==> src/rtl/rds_demod_regs.sv <==
module rds_demod_regs #(
  parameter int          ADDR_W      = 8,
  parameter logic [ADDR_W-1:0] CTRL_ADDR = 8'h5C,
  parameter logic [ADDR_W-1:0] STAT_ADDR = 8'h5D,
  parameter int          SYNC_STAGES = 2
) (
  input  logic              clk,
  input  logic              rst_n,
  input  logic [ADDR_W-1:0] bus_addr,
  input  logic              bus_wr,
  input  logic [7:0]        bus_wdata,
  output logic [7:0]        bus_rdata,
  input  logic              dat1_in,
  input  logic              dat2_in,
  input  logic              qal1_in,
  input  logic              rdsclk_in,
  output logic              pll_hold,
  output logic [1:0]        slow_tc,
  output logic [1:0]        fast_tc,
  output logic              qsel_off,
  output logic              dsel,
  output logic              qsrc,
  output logic              dat_out,
  output logic              qal_out,
  output logic              qal_xor,
  output logic              demod_rst
);

  localparam int NSIG = 4;

  logic [7:0]      ctrl_q;
  logic [NSIG-1:0] sync_q [SYNC_STAGES];
  logic [NSIG-1:0] live;
  logic            dat1_s, dat2_s, qal1_s, clk_s;
  logic            ctrl_we, stat_we;

  assign ctrl_we = bus_wr && (bus_addr == CTRL_ADDR);
  assign stat_we = bus_wr && (bus_addr == STAT_ADDR);

  always_ff @(posedge clk or negedge rst_n)
    if (!rst_n)       ctrl_q <= '0;
    else if (ctrl_we) ctrl_q <= bus_wdata;

  always_ff @(posedge clk or negedge rst_n)
    if (!rst_n) demod_rst <= 1'b0;
    else        demod_rst <= stat_we && bus_wdata[7];

  always_ff @(posedge clk or negedge rst_n)
    if (!rst_n) begin
      for (int i = 0; i < SYNC_STAGES; i++) sync_q[i] <= '0;
    end else begin
      sync_q[0] <= {dat1_in, dat2_in, qal1_in, rdsclk_in};
      for (int i = 1; i < SYNC_STAGES; i++) sync_q[i] <= sync_q[i-1];
    end

  assign live = sync_q[SYNC_STAGES-1];
  assign {dat1_s, dat2_s, qal1_s, clk_s} = live;

  assign pll_hold = ctrl_q[7];
  assign slow_tc  = ctrl_q[6:5];
  assign fast_tc  = ctrl_q[4:3];
  assign qsel_off = ctrl_q[2];
  assign dsel     = ctrl_q[1];
  assign qsrc     = ctrl_q[0];

  assign qal_xor = dat1_s ^ dat2_s;
  assign dat_out = dsel ? dat2_s : dat1_s;
  assign qal_out = qsrc ? qal_xor : qal1_s;

  always_comb begin
    bus_rdata = '0;
    if (bus_addr == CTRL_ADDR)
      bus_rdata = ctrl_q;
    else if (bus_addr == STAT_ADDR)
      bus_rdata = {1'b0, qal_out, qal1_s, qal_xor, dat_out, dat1_s, dat2_s, clk_s};
  end

  logic [1:0] ast_age;
  always_ff @(posedge clk or negedge rst_n)
    if (!rst_n)              ast_age <= '0;
    else if (ast_age != 2'd3) ast_age <= ast_age + 2'd1;

  AST_CTRL_HOLD: assert property (@(posedge clk) disable iff (!rst_n)
    !ctrl_we |=> $stable(ctrl_q));

  AST_XOR_STATUS: assert property (@(posedge clk) disable iff (!rst_n)
    (bus_addr == STAT_ADDR) |-> (bus_rdata[4] == (bus_rdata[2] ^ bus_rdata[1])));

  AST_STAT_MSB_ZERO: assert property (@(posedge clk) disable iff (!rst_n)
    (bus_addr == STAT_ADDR) |-> !bus_rdata[7]);

  AST_RST_CAUSE: assert property (@(posedge clk) disable iff (!rst_n)
    (ast_age != 2'd0 && demod_rst) |-> $past(stat_we && bus_wdata[7]));

  AST_RST_SINGLE: assert property (@(posedge clk) disable iff (!rst_n)
    (demod_rst && !(stat_we && bus_wdata[7])) |=> !demod_rst);

  AST_UNMAPPED_ZERO: assert property (@(posedge clk) disable iff (!rst_n)
    (bus_addr != CTRL_ADDR && bus_addr != STAT_ADDR) |-> (bus_rdata == 8'h00));

  generate
    if (SYNC_STAGES == 2) begin : g_sync_chk
      AST_SYNC_LATENCY: assert property (@(posedge clk) disable iff (!rst_n)
        (ast_age == 2'd3) |-> (live == $past({dat1_in, dat2_in, qal1_in, rdsclk_in}, 2)));
    end
  endgenerate

endmodule

==> config.mk <==
export PLATFORM = sky130hd
export DESIGN_NAME = rds_demod_regs
export DESIGN_NICKNAME = d
export VERILOG_FILES = /design/src/rtl/rds_demod_regs.sv
export SDC_FILE = /design/constraint.sdc
export NUM_CORES = 1
export LEC_CHECK = 0
export CAP_MARGIN = 20
export CORE_MARGIN = 8
export CORE_UTILIZATION = 36
export DETAILED_ROUTE_END_ITERATION = 8
export PLACE_DENSITY_LB_ADDON = 0.25
export SYNTH_ARGS = -nofsm -noshare
export SYNTH_HDL_FRONTEND = slang
export SYNTH_SLANG_ARGS = --single-unit
==> constraint.sdc <==
create_clock -name clk -period 1.5 [get_ports clk]
set_clock_uncertainty 0.15 [all_clocks]
set_input_delay 0.3 -clock clk [delete_from_list [all_inputs] [get_ports clk]]
set_output_delay 0.3 -clock clk [all_outputs]
set_load 0.02 [all_outputs]
======== Word-level counts from Yosys, hierarchy flattened ========
Cells that the tools add are included.
W data, S select, Z words.
cells by class
  bitwise gates (word level) .............. 1
  reduce and logical (&&, ||, !) cells .... 3
  equality and inequality tests ........... 2
  multiplexer cells ....................... 4
operators with widths
  cell                  count
  $eq A8 B7 Y1 const B  2
  $mux W8               1
  $mux W7               1
  $logic_and A1 B1 Y1   3
  $mux W1               2
  $xor A1 B1 Y1         1
storage, ports and cells
  logic and storage cells ................. 14
  bits in registers ....................... 17
  bits of input ports ..................... 23
  output and inout bits ................... 20

======== Longest topological paths before layout ========
  word-level depth ........................ 4
  depth in mapped cells ................... 4
  gate-level depth less buffers ........... 3

======== Least setup slack after synthesis ========
No wires, ideal clock.
  kind .................................... input-to-output
  start ................................... input port bus_addr[7]
  end ..................................... output port bus_rdata[7]
  arrival time ............................ 1278 ps
  path slack .............................. -228 ps
  data required time ...................... 1050 ps
  stages .................................. 3
  path through ............................ and4bb_1 nand2_1 nor3b_1
between the ends
  word-level cells in the longest chain between the ends .. 2
ends and longest elaborated chain
  element          line  text
  start, declared  9     input logic [ADDR_W-1:0] bus_addr,
  $eq A8 B7 Y1     72    if (bus_addr == CTRL_ADDR)
  $mux W8          72
  end, declared    12    output logic [7:0] bus_rdata,
Every way passes these cells.

======== Worst setup path in the final report ========
  start ................................... register sync_q, in the netlist live[2]
  end ..................................... output port bus_rdata[3]
between the ends
  word-level cells in the longest chain between the ends .. 3
ends and longest elaborated chain
  element          line  text
  start, declared  32    logic [NSIG-1:0] sync_q [SYNC_STAGES];
  $mux W1          67    assign dat_out = dsel ? dat2_s : dat1_s;
  $mux W7          74    else if (bus_addr == STAT_ADDR)
  $mux W8          72
Every way passes these cells.

==> results <==
==> where the power goes <==
group	internal (mW)	switching, mW	leakage (nW)	total, mW
clock	0.103	0.131	0.0150	0.234
combinational	0.145	0.0957	0.491	0.241
sequential	0.479	0.0146	0.216	0.494
==> Yosys cell counts <==
cell type	count
and3b_1	1
buf_2	1
a211oi_1	1
and4b_1	1
nor3b_1	1
dfrtp_1	17
nand2_1	1
inv_1	1
nand3_1	1
nor2_1	8
buf_6	1
mux2i_1	5
mux2_2	1
a21oi_1	2
mux2_4	8
xnor2_1	1
o21ai_0	1
and4bb_1	1
a21o_1	1
nand2b_1	1
==> stage by stage <==
step                util [%]  hold WS [ps]  setup TNS, ps
detailed placement     67.92         185.5         -12660
global placement       67.92         181.1         -12500
global route           75.00         196.9          -3196
CTS                    73.72         182.6          -2491
floorplan                  -        -145.6         -320.8
finish                 75.00         187.4          -2550
==> repair_timing <==
action                                  4_1_cts  5_1_grt
gates resized for setup                     139       10
hold buffers                                  0        0
endpoints found under the setup margin       28       21
setup buffers                                 5        2
cloned                                        1        0
pin swaps                                    10        6
==> critical path, cell delays in order (launching register included) <==
cell,delay (ps)
dfrtp_1,430
buf_6,140
mux2_4,260
mux2i_2,160
nor2_2,50
buf_6,120
==> per-layer routing <==
layer	up-vias	global-route usage [%]	wire (um)
met2	26	23.49	1243
met3	0	5.219	218
met1	332	15.52	940
li1	325	-	-
met5	-	0	0
met4	0	2.922	0
==> cells by family (layout without fill, tap and decap cells) <==
logic type                Yosys count  count (layout)  synth area share (%)
DFF                                17              17                 56.76
AOI/OAI and AO/OA                   5               5                 4.007
muxes                              14              14                 24.21
xor gates and xnor gates            1               1                 1.169
buffers and inverters               3              69                 2.670
and+or+nand+nor                    15              16                 11.19
==> state kept, by name, summed over array words and instances (netlist names) <==
| name | cells |
|---|---|
| live | 4 |
| ctrl_q | 8 |
| demod_rst | 1 |
| sync_q | 4 |
==> layout make-up <==
class                      instances  area [um^2]  share of cell area (%)
clock buffer                       4        26.28                   1.786
timing repair buffer              64        563.0                   38.27
sequential                        17        426.7                   29.00
multi-input combinational         36        417.9                   28.40
tap                               27        33.78                   2.296
inverter                           1        3.754                  0.2551
==> path summary, 6_finish.rpt <==
path,startpoint,end
max reg2reg,ctrl_q[0]$_DFFE_PN0P_,ctrl_q[0]$_DFFE_PN0P_
min in group clk,sync_q[5]$_DFF_PN0_,live[1]$_DFF_PN0_
min reg2reg,sync_q[5]$_DFF_PN0_,live[1]$_DFF_PN0_
max in group asynchronous,rst_n,ctrl_q[1]$_DFFE_PN0P_
min,rst_n,ctrl_q[3]$_DFFE_PN0P_
max,live[2]$_DFF_PN0_,bus_rdata[3]
==> impl_results.md <==
- Syn nets: 78
- Insertion delay to the later sink of the worst-skew pair: 280 ps
- Growth of design area from synthesis to finish: 96.33%
- Synth cell types: 20
- Register area share after synthesis: 56.76%
- Congestion Overflow GR: 0
- Cell Area, Placed: 0.001333 mm^2
- H-tree lvl count: 1
- Vias/cell: 4.584
- Max Slew Vio Count: 0
- Element type at the critical path end: primary output
- Crit-path max FO: 2
- Setup Viol. Count Final: 19
- Cell count after synthesis: 55
- Final Cycle Share: 126.2%
- Vias: 683
- Total core area: 0.001962 mm^2
- Initial antenna violation count: 0
- DRC errors left: 0
- Root Buffer: clkbuf_4
- I/O pin cnt: 43
- Synth top area cells: dfrtp_1, mux2_4, mux2i_1
- Cells on worst reg2reg path: 2
- Placed Cells: 139
- Fraction of layout cells with a size suffix above 1: 63.11%
- Synth area leader: dfrtp_1
- Chip Height: 61.63 um
- CTS tree: yes
- Ys Warns: 0
- VDD IR max: 0.0005999 V
- Most common cell after layout, fill and taps aside: buf_6
- Arrival @ worst endpoint: 1440 ps
- Post-DP HPWL: 1676 um
- CP required: 1050 ps
- Pre-CTS WS: -1079 ps
- Violated checks: negative setup slack
- Hold/Removal Path Class: in -> async
- TritonRoute pass-1 iters: 4
- Wirelength per Cell: 16.13 um
- Ant diodes: 0
- CP Launch Type: flip-flop
- Die width: 61.63 um
- Mapped cell area: 749.5 um^2
- # fillers: 142
- Final ANT Viol Nets: 0
- Final critical-path required period: 1892 ps
- Clk slew on worst S/H paths: 90 ps
- Vias in the first global route: 778
- Leak pwr: 0.7221 nW
- Final Hold Vio Count: 0
- Worst slew pin tran: 268.4 ps
- Crit path kind: reg -> out
- Finished Cell Area: 0.001471 mm^2
- Starting density of the core: 38.20%
- Relative slew margins: 82.02%
- Pin count of the biggest net entering global routing: 18
- Most frequent cells in the layout: buf_6, buf_4, dfrtp_1
- Setup slack after layout: -392.4 ps
- Pwr dens: 658.1 mW/mm^2
- Clock buffer depth: 2
- Top cell type's share of synthesized area: 56.76%
- CTS buffer count: 3
- CTS sink cnt: 17
- Number of core rows: 16
- Max-cap violations: 0
- Syn avg cell area: 13.63 um^2
- Max Freq: 0.5284 GHz
- R2R Setup Slk: 410 ps
- RSZ-0062 raised after global routing: yes
- Number of synthesized register bits: 17
- DR iter-0 viols: 5
- Full die area: 0.003798 mm^2
- Port Buf Inserts: 42
- Final Instance Count excl. Fillers: 149
- Total Power: 0.9683 mW
- Routability cong.: 0.7274
- First-pass GRT wire length: 3836 um
- NumNets Final: 146
- Outcome: finished, violations left
- All-layer global routing usage: 13.63%
- Total wire length: 2403 um
(Power assumes the default switching activity.)
